## config.mk

```make
export PLATFORM = sky130hd
export DESIGN_NAME = hidden_cfg_port
export DESIGN_NICKNAME = d
export VERILOG_FILES = /design/src/rtl/hcfg_pkg.sv /design/src/rtl/hcfg_unlock_fsm.sv /design/src/rtl/hcfg_cfg_bank.sv /design/src/rtl/hcfg_stub_file.sv /design/src/rtl/hidden_cfg_port.sv
export SDC_FILE = /design/constraint.sdc
export NUM_CORES = 1
export LEC_CHECK = 0
export BUFFER_PORTS_ARGS = -buffer_cell sky130_fd_sc_hd__buf_2
export CORE_UTILIZATION = 40
export DETAILED_ROUTE_END_ITERATION = 7
export HOLD_SLACK_MARGIN = 0.1
export PLACE_DENSITY = 0.59
export SYNTH_ARGS = -nofsm -noshare
export SYNTH_HDL_FRONTEND = slang
export SYNTH_SLANG_ARGS = --single-unit
```

## constraint.sdc

```tcl
create_clock -name clk -period 2.3 [get_ports clk]
set_input_delay 0.46 -clock clk [delete_from_list [all_inputs] [get_ports clk]]
set_output_delay 0.46 -clock clk [all_outputs]
set_load 0.02 [all_outputs]
```

## src/rtl/hcfg_pkg.sv

```systemverilog
package hcfg_pkg;

    localparam int OFS_W  = 3;
    localparam int KEY_W  = 8;
    localparam int N_CFG  = 4;

    typedef enum logic [1:0] {
        ST_LOCKED = 2'd0,
        ST_GATE1  = 2'd1,
        ST_GATE2  = 2'd2,
        ST_OPEN   = 2'd3
    } gate_state_e;

    // offsets whose position the host software relies on
    localparam logic [OFS_W-1:0] OFS_RDT   = 3'd0;
    localparam logic [OFS_W-1:0] OFS_GATE  = 3'd1;
    localparam logic [OFS_W-1:0] OFS_WRT   = 3'd1;
    localparam logic [OFS_W-1:0] OFS_KEY   = 3'd2;
    localparam logic [OFS_W-1:0] OFS_CTL   = 3'd3;
    localparam logic [OFS_W-1:0] OFS_STRAP = 3'd5;
    localparam logic [OFS_W-1:0] OFS_MISC  = 3'd6;

    localparam logic [KEY_W-1:0] CODE_UNLOCK = 8'h03;
    localparam logic [KEY_W-1:0] CODE_RELOCK = 8'h83;
    localparam logic [KEY_W-1:0] CODE_DONE   = 8'h85;
    localparam logic [KEY_W-1:0] CODE_ARM    = 8'hFF;

    // slot order of the configuration bank
    localparam logic [OFS_W-1:0] CFG_OFS [N_CFG] = '{OFS_RDT, OFS_WRT, OFS_CTL, OFS_MISC};
    localparam int SLOT_CTL = 2;

    function automatic logic is_cfg_ofs(input logic [OFS_W-1:0] o);
        logic hit;
        hit = 1'b0;
        for (int i = 0; i < N_CFG; i++) begin
            if (o == CFG_OFS[i]) hit = 1'b1;
        end
        return hit;
    endfunction

endpackage

```

## src/rtl/hcfg_unlock_fsm.sv

```systemverilog
module hcfg_unlock_fsm
    import hcfg_pkg::*;
(
    input  logic             clk,
    input  logic             rst_n,
    input  logic             acc_rd,
    input  logic             acc_wr,
    input  logic             acc_wide,
    input  logic [OFS_W-1:0] acc_ofs,
    input  logic [KEY_W-1:0] acc_key,
    output logic             open_o,
    output logic             cfg_we,
    output logic             stub_we
);

    gate_state_e state_q, state_d;

    logic any_acc;
    logic gate_rd;
    logic key_wr;
    logic relock_wr;

    assign any_acc   = acc_rd | acc_wr;
    assign gate_rd   = acc_rd & ~acc_wr & acc_wide & (acc_ofs == OFS_GATE);
    assign key_wr    = acc_wr & ~acc_wide & (acc_ofs == OFS_KEY) & (acc_key == CODE_UNLOCK);
    assign relock_wr = acc_wr & ~acc_wide & (acc_ofs == OFS_KEY) & (acc_key == CODE_RELOCK);

    // next-state decode
    always_comb begin
        state_d = state_q;
        unique case (state_q)
            ST_LOCKED: begin
                if (gate_rd) state_d = ST_GATE1;
            end
            ST_GATE1: begin
                if (gate_rd)      state_d = ST_GATE2;
                else if (any_acc) state_d = ST_LOCKED;
            end
            ST_GATE2: begin
                if (key_wr)       state_d = ST_OPEN;
                else if (any_acc) state_d = ST_LOCKED;
            end
            ST_OPEN: begin
                if (relock_wr) state_d = ST_LOCKED;
            end
            default: state_d = ST_LOCKED;
        endcase
    end

    // state register
    always_ff @(posedge clk) begin
        if (!rst_n) state_q <= ST_LOCKED;
        else        state_q <= state_d;
    end

    // output decode
    always_comb begin
        open_o  = 1'b0;
        cfg_we  = 1'b0;
        stub_we = acc_wr;
        unique case (state_q)
            ST_OPEN: begin
                open_o  = 1'b1;
                cfg_we  = acc_wr & is_cfg_ofs(acc_ofs);
                stub_we = acc_wr & ~is_cfg_ofs(acc_ofs) & ~relock_wr;
            end
            ST_LOCKED, ST_GATE1, ST_GATE2: begin
                open_o = 1'b0;
            end
            default: begin
                stub_we = 1'b0;
            end
        endcase
    end

endmodule

```

## src/rtl/hcfg_cfg_bank.sv

```systemverilog
module hcfg_cfg_bank
    import hcfg_pkg::*;
#(
    parameter int CFG_W = 8
) (
    input  logic             clk,
    input  logic             rst_n,
    input  logic             cfg_we,
    input  logic [OFS_W-1:0] wr_ofs,
    input  logic [CFG_W-1:0] wr_byte,
    output logic [CFG_W-1:0] cfg_q [N_CFG],
    output logic             override_q
);

    localparam logic [CFG_W-1:0] DONE_VAL = CFG_W'(CODE_DONE);

    genvar g;
    generate
        for (g = 0; g < N_CFG; g++) begin : g_slot
            always_ff @(posedge clk) begin
                if (!rst_n)
                    cfg_q[g] <= '0;
                else if (cfg_we && (wr_ofs == CFG_OFS[g]))
                    cfg_q[g] <= wr_byte;
            end
        end
    endgenerate

    always_ff @(posedge clk) begin
        if (!rst_n)
            override_q <= 1'b0;
        else if (cfg_we && (wr_ofs == CFG_OFS[SLOT_CTL]))
            override_q <= (wr_byte == DONE_VAL);
    end

endmodule

```

## src/rtl/hcfg_stub_file.sv

```systemverilog
module hcfg_stub_file
    import hcfg_pkg::*;
#(
    parameter int DATA_W = 16
) (
    input  logic              clk,
    input  logic              rst_n,
    input  logic              strap_pin,
    input  logic              stub_we,
    input  logic              acc_rd,
    input  logic              acc_wide,
    input  logic [OFS_W-1:0]  acc_ofs,
    input  logic [DATA_W-1:0] acc_wdata,
    output logic [DATA_W-1:0] rdata
);

    localparam int DEPTH = 2 ** OFS_W;
    localparam int LO_W  = 8;

    logic [DATA_W-1:0] mem_q [DEPTH];
    logic              strap_q;
    logic              armed_q;

    genvar g;
    generate
        for (g = 0; g < DEPTH; g++) begin : g_ent
            always_ff @(posedge clk) begin
                if (!rst_n)
                    mem_q[g] <= '0;
                else if (stub_we && (acc_ofs == OFS_W'(g))) begin
                    if (acc_wide) mem_q[g] <= acc_wdata;
                    else          mem_q[g][LO_W-1:0] <= acc_wdata[LO_W-1:0];
                end
            end
        end
    endgenerate

    // strap captured while reset is held, probe armed by a magic write
    always_ff @(posedge clk) begin
        if (!rst_n) begin
            strap_q <= strap_pin;
            armed_q <= 1'b0;
        end else if (stub_we && (acc_ofs == OFS_STRAP)) begin
            armed_q <= (acc_wdata[LO_W-1:0] == CODE_ARM);
        end
    end

    always_comb begin
        rdata = '0;
        if (acc_rd) begin
            if (armed_q && (acc_ofs == OFS_STRAP))
                rdata = {{(DATA_W-1){1'b0}}, strap_q};
            else if (acc_wide)
                rdata = mem_q[acc_ofs];
            else
                rdata = {{(DATA_W-LO_W){1'b0}}, mem_q[acc_ofs][LO_W-1:0]};
        end
    end

endmodule

```

## src/rtl/hidden_cfg_port.sv

```systemverilog
module hidden_cfg_port
    import hcfg_pkg::*;
#(
    parameter int DATA_W = 16,
    parameter int CFG_W  = 8
) (
    input  logic              clk,
    input  logic              rst_n,
    input  logic              strap_pin,
    input  logic              bus_rd,
    input  logic              bus_wr,
    input  logic              bus_wide,
    input  logic [2:0]        bus_ofs,
    input  logic [DATA_W-1:0] bus_wdata,
    output logic [DATA_W-1:0] bus_rdata,
    output logic              unlocked,
    output logic [CFG_W-1:0]  cfg_rd_timing,
    output logic [CFG_W-1:0]  cfg_wr_timing,
    output logic [CFG_W-1:0]  cfg_ctrl,
    output logic [CFG_W-1:0]  cfg_misc,
    output logic              cfg_override
);

    logic             cfg_we;
    logic             stub_we;
    logic [CFG_W-1:0] bank_q [N_CFG];

    hcfg_unlock_fsm u_fsm (
        .clk      (clk),
        .rst_n    (rst_n),
        .acc_rd   (bus_rd),
        .acc_wr   (bus_wr),
        .acc_wide (bus_wide),
        .acc_ofs  (bus_ofs),
        .acc_key  (bus_wdata[KEY_W-1:0]),
        .open_o   (unlocked),
        .cfg_we   (cfg_we),
        .stub_we  (stub_we)
    );

    hcfg_cfg_bank #(.CFG_W(CFG_W)) u_bank (
        .clk        (clk),
        .rst_n      (rst_n),
        .cfg_we     (cfg_we),
        .wr_ofs     (bus_ofs),
        .wr_byte    (bus_wdata[CFG_W-1:0]),
        .cfg_q      (bank_q),
        .override_q (cfg_override)
    );

    hcfg_stub_file #(.DATA_W(DATA_W)) u_stub (
        .clk       (clk),
        .rst_n     (rst_n),
        .strap_pin (strap_pin),
        .stub_we   (stub_we),
        .acc_rd    (bus_rd),
        .acc_wide  (bus_wide),
        .acc_ofs   (bus_ofs),
        .acc_wdata (bus_wdata),
        .rdata     (bus_rdata)
    );

    assign cfg_rd_timing = bank_q[0];
    assign cfg_wr_timing = bank_q[1];
    assign cfg_ctrl      = bank_q[2];
    assign cfg_misc      = bank_q[3];

endmodule

```

# Word level (Yosys, flattened, before mapping)
# Memories as Yosys holds them, arrays and structs flattened.
# Cells that the tools add are included.
# op_classes
bitwise_logic,31
reduce_logical,17
n_eq_ne,16
muxes,84
# op_table
operator,count
$mux W16,11
$mux W8,8
$mux W1,58
$eq A8 B8 Y1 const B,3
$or A1 B1 Y1,17
$logic_and A1 B1 Y1,13
$eq A3 B3 Y1 const B,4
$and A1 B1 Y1,10
$mux W2,5
$eq A8 B2 Y1 const B,1
$pmux W2 S4,1
$eq A3 B2 Y1 const B,2
$eq A2 B2 Y1 const B,2
$ne A2 B1 Y1 const B,2
$not A1 Y1,4
$eq A3 B1 Y1 const B,1
$logic_not A3 Y1,1
$reduce_or A3 Y1,1
$eq A2 B1 Y1 const B,1
$logic_not A2 Y1,1
$pmux W1 S2,1
$reduce_and A2 Y1,1
# word_totals
register_bits,37
output_inout_bits,50
wordCells,157
input_bits,25
mem_count,1
ram_bits,128
# memory_table
memory,depth,width,read_ports,rd_clocked_by_memory_dff,write_ports,line,rtl
u_stub.mem_q,8,16,1,0,8,hcfg_stub_file.sv:20,logic [DATA_W-1:0] mem_q [DEPTH];

# Longest topological paths before layout
# depth
word_depth,16
ltp_mapped,7
mapped_depth_nobuf,5

# By module
# A second synthesis with hierarchy kept.
# hier_totals
hier_cells,629
area_unflattened_um2,7617.3
# modules_own_cells
module,area_per_inst_um2,cells_per_inst,seq_area_each_um2,instances
hcfg_stub_file,6102.1,459,3893.7,1
hcfg_cfg_bank,1275.0,143,660.6,1
hcfg_unlock_fsm,240.2,27,40.0,1

# Least setup slack after synthesis
# OpenSTA, ideal clock, no wires.
# synth_timing
path_kind,input -> register
start,input port bus_ofs[0]
end,memory u_stub.mem_q[1][10] (enable)
path_buffers,2
setup_slack_ns,0.002
path_stages,5
required_time_ns,1.916
arrival_time_ns,1.914
setup_ns,0.384
path_cell_list,buf_2 -> buf_4 -> nor2b_1 -> nand2_1 -> o21ai_0
# synth_rtl
element,line,rtl
from (decl),hidden_cfg_port.sv:13,"input logic [2:0] bus_ofs,"
to (decl),hcfg_stub_file.sv:20,

# Final worst setup path
# layout_timing
start,input port bus_ofs[0]
end,output port bus_rdata[6]
# layout_via
elab_chain_cells,4
elab_cells_between_ends,6
classes_between,eq/ne: 1; mux: 3; reduce/logical: 1; memory: 1
# layout_rtl
element,line,rtl
$mem_v2 Z8 W16 or $eq A3 B3 Y1 (tied branches),n/a,
$mux W16 or $logic_and A1 B1 Y1 (tied branches),"hcfg_stub_file.sv:53, hcfg_stub_file.sv:51",
$mux W16 *,hcfg_stub_file.sv:51,if (armed_q && (acc_ofs == OFS_STRAP))
$mux W16 *,hcfg_stub_file.sv:50,if (acc_rd) begin
to (decl),hidden_cfg_port.sv:15,"output logic [DATA_W-1:0] bus_rdata,"
# Every way passes the cells marked *; elsewhere a longest branch is shown, timed or not.

==> metrics.cfg <==
[worst_hold_path]
hp-start=strap_pin
hold_class=in2reg
hold_end=u_stub.strap_q
min_path_cells=1

[setup_path]
regToRegEndpoint=u_stub.mem_q[3][10]
crit_arrival_ns=1.77
critPathRequiredTime_ns=1.84
critPathMaxFanout=6
r2r_start=u_fsm.state_q[0]
cp-start-kind=input pin
worst_r2r_path_depth=4
r2r_slack_ns=0.46
endpoint_kind=output port
crit_type=in2out

[route]
ant_nets=0
remaining_drc_errors=0
viasPerCell=5.39
routed_wl_mm=19.0
drt_iter0_drc=378
wl_per_cell_um=20.7
vias=4943
drt_pass1_iterations=5

[logic_synthesis]
yosysUniqueCellTypes=46
syn-num-nets=598
yosysSeqAreaShare_pct=62.4
syn-cell-area_sq_um=7370
async_reset_ff_share_pct=0
syn_area_per_cell_sq_um=12.9
synth_cells=573
synth-seq-cells=165
synth_flop_cell=edfxtp_1
ys_warn_count=0
synth_edf_count=129

[pwr]
switching_power_uw=1510
switching_share_pct=22.9
p_per_area_nw_per_um2=747
internal_power_uw=5080
power_frac_clock_pct=40.5
total_power_uw=6590
p_seq_share_pct=50.9
p_leak_uw=0.00345
pwr-share-comb_pct=8.6
max-vdd-ir-drop_uv=514

[clock_network]
path_clk_slew_ns=0.06
cts_setup_buffers=0
cts_buffers=17
cts_tree=built
cts_num_sinks=165
clkLatencyLatePin_ns=0.43
cts_max_level=4
cts_root_buf=clkbuf_16
clockBufferDepth=2

[global_routing]
grt_overflow=0
antenna_found_initial=0
grt_max_degree=35
grt_pass1_wl_mm=29.0
grt_pass1_vias=4903
track_usage_pct=21.3

[sta]
tightest_slew_ns=0.836
final_hold_viol_count=0
fmax_mhz=448
slew_viol_final=0
period_minus_slack_ns=2.23
max_slew_margin_pct=43.9
finalSetupViolations=0
rsz0062_at_grt=yes
setup_ws_ns=0.0681
post-route-period-util_pct=97.0
finalClockSkew_ns=0.0107

[floorplanning]
dieWidth_um=138
rows=49
die_area_sq_um=19000
core_sq_um=18000
design.portCount=75
die_h_um=138
initial_core_util_pct=40.9

[outcome]
outcome=finished, final reports clean

[final_layout]
layout_commonest_cell=nor2_1
antenna_cells=0
final_net_count=700
area_growth_pct=19.8
layout_common_cells=nor2_1 (151), edfxtp_1 (129), buf_2 (73)
drive_above_1_share_pct=27.3

[place]
gp_congestion=0.780
post-place-ws_ns=-0.0216
dp_hpwl_mm=12.9
port_buffers=74

[run]
drv_cap=0

-- flip-flops by register name, summed over array words and instances (netlist names) --
signal / count
u_stub.mem_q: 128
u_fsm.state_q: 2
u_bank.override_q: 1
u_stub.strap_q: 1
u_bank.cfg_q: 32
u_stub.armed_q: 1
-- worst max-delay path by stage --
stage,start,end,slack (ns),cells after the start
6_report,bus_ofs[0],bus_rdata[6],0.07,6
5_1_grt,bus_ofs[0],bus_rdata[15],-0.01,6
4_1_cts,bus_ofs[0],bus_rdata[6],0.06,6
3_5_place_dp,bus_ofs[0],bus_rdata[6],-0.02,6
3_3_place_gp,bus_ofs[0],bus_rdata[6],-0.02,6
2_1_floorplan,bus_ofs[0],u_stub.mem_q[1][10],0.002,5
-- critical path, stage by stage --
cell,delay [ns]
buf_4,0.14
buf_4,0.20
mux4_2,0.52
mux2i_2,0.21
nor2_1,0.06
buf_2,0.17
-- power groups by stage --
stage	Clock [uW]	Combinational (uW)	Sequential, uW
final	2670	567	3350
after global routing	2810	607	3360
after CTS	2700	571	3350
after detailed placement	0	559	3420
after global placement	0	552	3410
after floorplan	0	332	3400
-- Yosys cell counts, types with 2 or more instances --
cell | count | area share, %
nand2_2 | 2 | 0.17
and2_1 | 34 | 2.9
nand2_1 | 41 | 2.1
nand4b_1 | 3 | 0.36
nor2b_1 | 4 | 0.34
edfxtp_1 | 129 | 53
dfxtp_1 | 36 | 9.8
clkbuf_1 | 13 | 0.66
mux2i_1 | 47 | 6.4
buf_4 | 2 | 0.20
a21oi_1 | 2 | 0.14
or3_1 | 3 | 0.25
o31ai_1 | 2 | 0.20
inv_1 | 3 | 0.15
mux4_2 | 32 | 9.8
o21ai_0 | 10 | 0.68
a41o_1 | 2 | 0.27
nor3_1 | 5 | 0.34
buf_2 | 17 | 1.2
nand3_1 | 7 | 0.48
buf_1 | 2 | 0.10
nand2b_1 | 3 | 0.25
nor2_1 | 151 | 7.7
-- stage by stage --
step                      utilization (%)  setup TNS [ns]  area (sq um)  cells  hold slack (ns)
after CTS                            49.0               0          8830    917            0.198
after global placement               45.7         -0.0200          8240    884            0.456
final                                49.0               0          8830    917            0.214
after global routing                 49.0         -0.0119          8830    917            0.207
after floorplan                         -               0          7370    573            0.469
after detailed placement             45.7         -0.0230          8240    884            0.456
-- what timing repair did --
action                     4_1_cts  5_1_grt
setup endpoints to repair        2        1
cloned                           1        0
hold buffers                     0        0
resized for setup                2        0
-- kinds of logic after synthesis --
logic type / count (synthesis) / share of synthesized area (%)
and+or+nand+nor: 267 / 16.6
DFF: 165 / 62.4
muxes: 79 / 16.2
buffers and inverters: 38 / 2.43
AOI/OAI and AO/OA: 24 / 2.41
-- per-layer routing --
metal  track usage [%]  part of all wire [%]  vias up
met4              7.13                   1.8        0
li1                  -                     -     2264
met5                 0                     0        -
met1              30.0                    45     2472
met2              32.3                    46      184
met3              5.15                   7.4       23
-- area by class of cell --
cell class              instances  area [sq um]
clock inverters                 9          80.1
well taps                     229           287
inverters                       3          11.3
multi-input cells             370          2600
repair buffers                118           791
clock buffers                  23           468
flip-flops and latches        165          4590
fillers                      1649          9200
Note: power is estimated with default switching activity, not from simulation.
